--- config.mk ---
export PLATFORM = sky130hd
export DESIGN_NAME = sid_addr_gen
export DESIGN_NICKNAME = d
export VERILOG_FILES = /design/src/rtl/sid_pkg.sv /design/src/rtl/sid_slice_calc.sv /design/src/rtl/sid_addr_step.sv /design/src/rtl/sid_ctrl.sv /design/src/rtl/sid_addr_gen.sv
export SDC_FILE = /design/constraint.sdc
export NUM_CORES = 1
export LEC_CHECK = 0
export BUFFER_PORTS_ARGS = -buffer_cell sky130_fd_sc_hd__buf_2
export CORE_ASPECT_RATIO = 1.1
export CORE_MARGIN = 10
export CORE_UTILIZATION = 34
export DETAILED_ROUTE_END_ITERATION = 10
export PLACE_DENSITY_LB_ADDON = 0.12
export SLEW_MARGIN = 20
export SYNTH_ARGS = -nofsm -noshare
export SYNTH_HDL_FRONTEND = slang
export SYNTH_SLANG_ARGS = --single-unit
--- constraint.sdc ---
create_clock -name clk -period 11.3 [get_ports clk]
set_input_delay 1.13 -clock clk [delete_from_list [all_inputs] [get_ports clk]]
set_output_delay 1.13 -clock clk [all_outputs]
set_load 0.02 [all_outputs]
--- src/rtl/sid_pkg.sv ---
package sid_pkg;
  parameter int SID_ADDR_W_DEF = 32;
  parameter int SID_CNT_W_DEF  = 16;
  parameter int SID_QW_BYTES   = 16;

  typedef enum logic [0:0] {
    SID_IDLE  = 1'b0,
    SID_ISSUE = 1'b1
  } sid_state_e;
endpackage

--- src/rtl/sid_slice_calc.sv ---
module sid_slice_calc #(
  parameter int CNT_W = sid_pkg::SID_CNT_W_DEF
) (
  input  logic             clk,
  input  logic             rst_n,
  input  logic [CNT_W-1:0] slice_held,
  input  logic [CNT_W-1:0] remain,
  output logic [CNT_W-1:0] len,
  output logic             is_last
);
  function automatic logic [CNT_W-1:0] min_len(input logic [CNT_W-1:0] a,
                                              input logic [CNT_W-1:0] b);
    return (a < b) ? a : b;
  endfunction

  assign len     = min_len(slice_held, remain);
  assign is_last = (len == remain);

  // a live slice never exceeds what is left and never stalls at zero length
  a_r3_len_bounded: assert property (@(posedge clk) disable iff (!rst_n)
    (remain != '0 && slice_held != '0) |-> (len != '0 && len <= remain && len <= slice_held));
endmodule

--- src/rtl/sid_addr_step.sv ---
module sid_addr_step #(
  parameter int ADDR_W = sid_pkg::SID_ADDR_W_DEF,
  parameter int CNT_W  = sid_pkg::SID_CNT_W_DEF,
  parameter int QW_B   = sid_pkg::SID_QW_BYTES
) (
  input  logic              clk,
  input  logic              rst_n,
  input  logic              load,
  input  logic [ADDR_W-1:0] load_addr,
  input  logic              step,
  input  logic [CNT_W-1:0]  len,
  input  logic [CNT_W-1:0]  gap,
  output logic [ADDR_W-1:0] addr
);
  localparam int SHIFT = $clog2(QW_B);

  function automatic logic [ADDR_W-1:0] step_bytes(input logic [CNT_W-1:0] g,
                                                   input logic [CNT_W-1:0] l);
    logic [CNT_W:0] qw;
    qw = {1'b0, g} + {1'b0, l};
    return ADDR_W'(qw) << SHIFT;
  endfunction

  always_ff @(posedge clk) begin
    if (!rst_n)    addr <= '0;
    else if (load) addr <= load_addr;
    else if (step) addr <= addr + step_bytes(gap, len);
  end

  // the address only moves on a load or a step
  a_r7_addr_hold: assert property (@(posedge clk) disable iff (!rst_n)
    (!load && !step) |=> $stable(addr));
endmodule

--- src/rtl/sid_ctrl.sv ---
module sid_ctrl #(
  parameter int CNT_W = sid_pkg::SID_CNT_W_DEF
) (
  input  logic             clk,
  input  logic             rst_n,
  input  logic             start,
  input  logic [CNT_W-1:0] total_qw,
  input  logic [CNT_W-1:0] slice_qw,
  input  logic [CNT_W-1:0] gap_qw,
  input  logic             req_done,
  input  logic [CNT_W-1:0] len,
  input  logic             is_last,
  output logic             start_acc,
  output logic             advance,
  output logic             issuing,
  output logic             done_q,
  output logic [CNT_W-1:0] rem_q,
  output logic [CNT_W-1:0] slice_q,
  output logic [CNT_W-1:0] gap_q
);
  import sid_pkg::*;

  sid_state_e st;

  function automatic logic [CNT_W-1:0] eff_slice(input logic [CNT_W-1:0] s,
                                                 input logic [CNT_W-1:0] t);
    return (s == '0) ? t : s;
  endfunction

  assign issuing   = (st == SID_ISSUE);
  assign start_acc = start && (st == SID_IDLE);
  assign advance   = issuing && req_done;

  always_ff @(posedge clk) begin
    if (!rst_n) begin
      st      <= SID_IDLE;
      rem_q   <= '0;
      slice_q <= '0;
      gap_q   <= '0;
      done_q  <= 1'b0;
    end else if (start_acc) begin
      rem_q   <= total_qw;
      slice_q <= eff_slice(slice_qw, total_qw);
      gap_q   <= gap_qw;
      done_q  <= (total_qw == '0);
      st      <= (total_qw == '0) ? SID_IDLE : SID_ISSUE;
    end else if (advance) begin
      rem_q <= rem_q - len;
      if (is_last) begin
        st     <= SID_IDLE;
        done_q <= 1'b1;
      end
    end
  end

  // completion always comes with an empty count
  a_r8_done_empty: assert property (@(posedge clk) disable iff (!rst_n)
    done_q |-> (rem_q == '0 && !issuing));
  // a waiting request keeps its count
  a_r7_wait_stable: assert property (@(posedge clk) disable iff (!rst_n)
    (issuing && !req_done) |=> (issuing && $stable(rem_q)));
  // start while busy leaves the sampled fields alone
  a_r10_busy_ignore: assert property (@(posedge clk) disable iff (!rst_n)
    (issuing && start) |=> ($stable(slice_q) && $stable(gap_q)));
endmodule

--- src/rtl/sid_addr_gen.sv ---
module sid_addr_gen #(
  parameter int ADDR_W = sid_pkg::SID_ADDR_W_DEF,
  parameter int CNT_W  = sid_pkg::SID_CNT_W_DEF
) (
  input  logic              clk,
  input  logic              rst_n,
  input  logic              start,
  input  logic [ADDR_W-1:0] start_mem_addr,
  input  logic [ADDR_W-1:0] start_spr_addr,
  input  logic [CNT_W-1:0]  total_qw,
  input  logic [CNT_W-1:0]  slice_qw,
  input  logic [CNT_W-1:0]  gap_qw,
  output logic              req_valid,
  output logic [CNT_W-1:0]  req_len,
  output logic [ADDR_W-1:0] cur_mem_addr,
  output logic [ADDR_W-1:0] cur_spr_addr,
  input  logic              req_done,
  output logic [CNT_W-1:0]  remain_qw,
  output logic              xfer_done
);
  localparam int NSIDE = 2;  // 0: memory side, 1: scratchpad side
  localparam int SHIFT = $clog2(sid_pkg::SID_QW_BYTES);

  logic             start_acc, advance, issuing, done_q, is_last;
  logic [CNT_W-1:0] rem_q, slice_q, gap_q, len;

  logic [ADDR_W-1:0] side_load [NSIDE];
  logic [CNT_W-1:0]  side_gap  [NSIDE];
  logic [ADDR_W-1:0] side_addr [NSIDE];

  sid_ctrl #(.CNT_W(CNT_W)) u_ctrl (
    .clk(clk), .rst_n(rst_n), .start(start), .total_qw(total_qw),
    .slice_qw(slice_qw), .gap_qw(gap_qw), .req_done(req_done),
    .len(len), .is_last(is_last), .start_acc(start_acc), .advance(advance),
    .issuing(issuing), .done_q(done_q), .rem_q(rem_q), .slice_q(slice_q),
    .gap_q(gap_q)
  );

  sid_slice_calc #(.CNT_W(CNT_W)) u_calc (
    .clk(clk), .rst_n(rst_n), .slice_held(slice_q), .remain(rem_q),
    .len(len), .is_last(is_last)
  );

  assign side_load[0] = start_mem_addr;
  assign side_load[1] = start_spr_addr;
  assign side_gap[0]  = gap_q;
  assign side_gap[1]  = '0;

  for (genvar i = 0; i < NSIDE; i++) begin : g_side
    sid_addr_step #(.ADDR_W(ADDR_W), .CNT_W(CNT_W)) u_step (
      .clk(clk), .rst_n(rst_n), .load(start_acc), .load_addr(side_load[i]),
      .step(advance), .len(len), .gap(side_gap[i]), .addr(side_addr[i])
    );
  end

  assign req_valid    = issuing;
  assign req_len      = issuing ? len : '0;
  assign cur_mem_addr = side_addr[0];
  assign cur_spr_addr = side_addr[1];
  assign remain_qw    = rem_q;
  assign xfer_done    = done_q;

  // packed side steps by the slice alone
  a_r5_spr_step: assert property (@(posedge clk) disable iff (!rst_n)
    advance |=> cur_spr_addr == $past(cur_spr_addr) + (ADDR_W'($past(req_len)) << SHIFT));
  // memory side steps by slice plus gap
  a_r6_mem_step: assert property (@(posedge clk) disable iff (!rst_n)
    advance |=> cur_mem_addr == $past(cur_mem_addr)
                 + ((ADDR_W'($past(req_len)) + ADDR_W'($past(gap_q))) << SHIFT));
  // an accepted nonzero start presents the start addresses
  a_r2_first_req: assert property (@(posedge clk) disable iff (!rst_n)
    (start_acc && total_qw != '0) |=> (req_valid && cur_mem_addr == $past(start_mem_addr)
                                       && cur_spr_addr == $past(start_spr_addr)));
  // request and completion are never shown together
  a_r8_excl: assert property (@(posedge clk) disable iff (!rst_n)
    !(req_valid && xfer_done));
  // final addresses hold while finished and idle
  a_r12_hold: assert property (@(posedge clk) disable iff (!rst_n)
    (xfer_done && !start) |=> ($stable(cur_mem_addr) && $stable(cur_spr_addr)));
endmodule

# Word level (Yosys, flattened, before mapping)
# Cells that the tools add are included.
dict set report word_totals {
  reg_bits 114
  latch_bits 0
  mem_bits_rw 0
  rom_bits 0
  inputBits 116
  wordCells 37
  mem_count 0
}
dict set report classes {
  add_sub_neg 4
  multipliers 0
  div_mod_pow 0
  order_cmp 1
  eq_ne 1
  shifts 0
  mux 16
  n_bitwise 1
  n_reduce_logical 7
}
# operator n
set op_table {}
lappend op_table {{two-way mux 32 bit} 4}
lappend op_table {{two-way mux 16 bit} 5}
lappend op_table {{adder 32 x 20 -> 32 bit} 1}
lappend op_table {{adder 32 x 21 -> 32 bit} 1}
lappend op_table {{logical NOT 16 bit} 2}
lappend op_table {{adder 16 x 16 -> 17 bit} 1}
lappend op_table {{== test 16 bit} 1}
lappend op_table {{< comparator 16 bit} 1}
lappend op_table {{subtractor 16 bit} 1}
lappend op_table {{two-way mux 1 bit} 7}
lappend op_table {{nonzero test 2 bit} 2}
lappend op_table {{logical AND 1 bit} 2}
lappend op_table {{AND reduction 2 bit} 1}
lappend op_table {{NOT 1 bit} 1}

# Longest topological paths before layout
dict set report depth {
  word_depth 6
  depth_mapped 27
  ltp_nobuf 25
}

# Hierarchy
# Synthesis repeated with hierarchy kept, for this count alone.
dict set report hier_totals {
  cells_unflattened 1315
  hier_area_um2 10253.6
}
# module n_inst cells_each area_per_inst_um2
set modules_own_cells {}
lappend modules_own_cells {sid_addr_step 2 424 3245.6}
lappend modules_own_cells {sid_ctrl 1 357 2841.5}
lappend modules_own_cells {sid_slice_calc 1 92 790.8}
lappend modules_own_cells {sid_addr_gen 1 18 130.1}

# Least setup slack after synthesis
# No wires, ideal clock.
dict set report synth_path {
  path_type {register -> register}
  start {reg u_ctrl.rem_q[9]}
  end {reg g_side[0].u_step.addr[23]}
  setup_ns 0.070
  arrival_time_ns 5.578
  setup_slack_ns 5.651
  path_stages_with_launch 27
  cell_sequence {dfxtp_1 > inv_1 > ha_1 > a21o_1 > a21oi_1 > o211ai_1 > a2111oi_2 > a21oi_1 > buf_6 > mux2i_1 > inv_1 > fa_1 > a21o_1 > a21oi_1 > o21ai_0 > o211ai_1 > inv_1 > a41o_1 > xor2_1 > ha_1 > nand4_1 > a2111oi_2 > a222oi_1 > o21ai_2 > nand4_1 > mux2_1 > a21oi_1}
}
dict set report synth_between {
  elab_chain_len 6
}
# element line
set synth_lines {}
lappend synth_lines {{start, declared} sid_ctrl.sv:17} ;# output logic [CNT_W-1:0] rem_q,
lappend synth_lines {{start signal, assigned} sid_ctrl.sv:42} ;# rem_q <= total_qw;
lappend synth_lines {{start signal, assigned} sid_ctrl.sv:48} ;# rem_q <= rem_q - len;
lappend synth_lines {{< comparator 16 bit} sid_slice_calc.sv:13} ;# return (a < b) ? a : b;
lappend synth_lines {{two-way mux 16 bit *} sid_slice_calc.sv:13}
lappend synth_lines {{adder 16 x 16 -> 17 bit *} sid_addr_step.sv:20} ;# qw = {1'b0, g} + {1'b0, l};
lappend synth_lines {{adder 32 x 21 -> 32 bit *} sid_addr_step.sv:27} ;# else if (step) addr <= addr + step_bytes(gap, len);
lappend synth_lines {{two-way mux 32 bit *} sid_addr_step.sv:27}
lappend synth_lines {{two-way mux 32 bit *} sid_addr_step.sv:26} ;# else if (load) addr <= load_addr;
lappend synth_lines {{end signal, assigned} sid_addr_step.sv:26}
lappend synth_lines {{end signal, assigned} sid_addr_step.sv:27}
lappend synth_lines {{end, declared} sid_addr_step.sv:13} ;# output logic [ADDR_W-1:0] addr
# Every way passes the cells marked *; elsewhere a longest branch is shown, timed or not. The select of a mux whose other input is x is not followed.
# A chain may end at the register's enable or synchronous reset.

# Final worst setup path
# Ends and elaborated chain as after synthesis.

==> out/results.ini <==
[sta]
hold_violations = 0
finalMaxSlewViolations = 0
setup_tns_ps = 0
finClkSkew_ps = 11.95
fin_crit_sh = 0.5574
tightestPinTransition_ps = 952.3
whs_ps = 450.4
max_slew_margin = 0.3636
fin_crit_ps = 6299
rsz0062_at_grt = no
fmax_ghz = 0.1588
finalSetupViolCount = 0

[worst_setup_path]
reg2regPathDepth = 25
critPathLaunch = u_ctrl.rem_q[9]$_SDFFE_PN0P_
cp_max_fo = 8
crit_buf_inv = 3
slowest_stage = fa_1
crit_cells = 25
required_ps = 11640
start_kind = register
critPathTopFamily = compound AO/OA/AOI/OAI gates
criticalPathCategory = register to register
critical-path-max-stage-delay_ps = 470
end_kind = register
arrival_ps = 6640
timing.rr.start = u_ctrl.rem_q[9]$_SDFFE_PN0P_

[worst_hold_path]
hp-start = g_side[1].u_step.addr[0]$_SDFFE_PN0P_
worstHoldPathCells = 2
holdCritPathClass = register to register

[global_route]
grt_pass1_vias = 8484
grt_pass1_wl_um = 47350
grt_overflow = 0
antenna_found_initial = 0
grt_usage = 0.1887
grt_max_degree = 70

[cts]
cts_hold_buffers = 0
clkLatencyLatePin_ps = 430
post-cts-setup-buffer-count = 0
cts_tree = built
cts-resized-gates = 0
clock_sinks = 114
clk_pin_slew_worst_paths_ps = 60
htree_levels = 4
cts_buffers = 17
clockBufferDepth = 2
clock-root-buffer = clkbuf_16

[final_layout]
final_util = 0.4210
area_growth_pct = 22.40
fillers = 2527
fin_nets = 1447
drive_gt1_frac = 0.2137
antenna_cells = 0

[floorplan]
start_util = 0.3440
rows = 60
core_um2 = 24320
die_h_um = 184.5
pin_count = 214
dieWidth_um = 169.6
die-area_um2 = 31290

[synthesis]
synth.net_count = 1259
synthCells = 1058
syn_area_per_cell_um2 = 7.908
synth_warnings = 0
synth_area_leaders = dfxtp_1 27%, ha_1 12%, a21oi_1 7.7%
async_flop_share = 0
synth_sequential_area_ratio = 0.2728
yosys_register_bits = 114
ys_types = 72
synthFlopType = dfxtp_1
post-synth-top-area-cell = dfxtp_1
synth_edf_count = 0
syn-cell-area_um2 = 8367
synthDominantCellAreaShare = 0.2728

[power_and_ir_drop]
p_leak_nw = 4.620
p_per_area_nw_per_um2 = 183.3
ir_drop_uv = 95.23

[placement]
gp_congestion = 0.8449
dp_hpwl_um = 23190
port_buffers = 213

[run]
max_cap_viol_count = 0

[routing]
antenna_left = 0
routed_via_density = 5.474
vias = 8589
drt_iter0_markers = 529
drcViolationCount = 0
routed_wl_um = 30390
routedWlPerCell_um = 19.37
firstDrtPassIters = 5

[outcome]
status = completed

## metrics by stage
stage | setup slack [ps] | cell area (µm²) | instances | total power, W
6_report | 5001 | 10240 | 1569 | 0.001877
5_1_grt | 4459 | 10240 | 1569 | 0.002005
4_1_cts | 4995 | 10240 | 1569 | 0.001889
3_5_place_dp | 5009 | 9677 | 1537 | 0.001352
3_3_place_gp | 5165 | 9677 | 1537 | 0.001349
2_1_floorplan | 5651 | 8367 | 1058 | 0.001134
## worst reg2reg max path: cells and delay by family (launching register included)
| family | cells | cell delay [ps] |
|---|---|---|
| compound gates | 14 | 3160 |
| fa+ha+maj | 3 | 1120 |
| mux | 2 | 700 |
| flops | 1 | 390 |
| buf+inv | 3 | 390 |
| simple gates | 2 | 280 |
| xor+xnor | 1 | 160 |
## cell type report
cell class	count	area, µm²	share of cell area
Sequential cell	114	2282	0.2228
Multi-Input combinational cell	842	5693	0.5559
Timing Repair Buffer	221	1126	0.1100
Inverter	50	187.7	0.01833
Clock inverter	12	107.6	0.01051
Tap cell	310	387.9	0.03787
Clock buffer	20	456.7	0.04459
## placed cells by master (no fill, tap or decap), drive strengths merged, types with 14 or more instances in the layout
cell type | Yosys | routed
o211ai | 22 | 22
o22ai | 22 | 22
nor3 | 14 | 14
xnor2 | 33 | 33
clkbuf | 41 | 20
nor2b | 19 | 19
xor2 | 16 | 16
dfxtp | 114 | 114
mux2i | 14 | 14
buf | 11 | 221
ha | 81 | 81
a31oi | 20 | 20
a21oi | 128 | 128
a21o | 27 | 27
inv | 50 | 52
a211oi | 18 | 18
nand2 | 128 | 128
nor2 | 47 | 47
o21ai | 51 | 51
o21a | 17 | 17
a22oi | 49 | 49
## power breakdown
group          internal, W  leakage [nW]  switching, W  total [W]
combinational     0.000344          3.42      0.000508   0.000852
sequential        0.000445         0.939     0.0000507   0.000496
clock             0.000314         0.261      0.000215   0.000529
total              0.00110          4.62      0.000774    0.00188
## state kept, by name, summed over array words and instances, names as in the netlist
register,cells
g_side.u_step.addr,64
u_ctrl.gap_q,16
u_ctrl.rem_q,16
u_ctrl.slice_q,16
u_ctrl.done_q,1
u_ctrl.issuing,1
## per-layer routing
layer	wire (µm)	vias up	part of all wire	track usage
met5	0	-	0	0
met4	494	0	0.016	0.05181
met3	1664	30	0.055	0.04239
met2	13970	232	0.46	0.2997
met1	14260	3984	0.47	0.2508
li1	-	4343	-	-
## logic make-up after synthesis
group           share of synthesized area
compound gates                     0.3160
xor+xnor                          0.05129
fa+ha+maj                          0.1307
buf+inv                           0.04935
flops                              0.2728
mux                               0.02079
simple gates                       0.1591
## path summary, 6_finish.rpt
| path | to | slack, ps |
|---|---|---|
| max | g_side[0].u_step.addr[23]$_SDFFE_PN0P_ | 5000 |
| min | g_side[1].u_step.addr[0]$_SDFFE_PN0P_ | 450 |
| max reg2reg | g_side[0].u_step.addr[23]$_SDFFE_PN0P_ | 5000 |
| min reg2reg | g_side[1].u_step.addr[0]$_SDFFE_PN0P_ | 450 |
## synthesized netlist by cell type (all sizes together), types with 5 or more instances
cell and count:
nand2 128, xnor2 33, buf 11, a31oi 20, clkbuf 41, and2 6
dfxtp 114, and3 8, mux2i 14, o22ai 22, nor3 14, o211ai 22
nor2 47, a21o 27, nor4 11, a211oi 18, nor2b 19, xor2 16
a22oi 49, o21a 17, o21bai 6, or3 12, nand4 12, a211o 5
nand3 12, inv 50, o311ai 7, ha 81, a21oi 128, o21ai 51
Power figures use the tool's default switching activity.
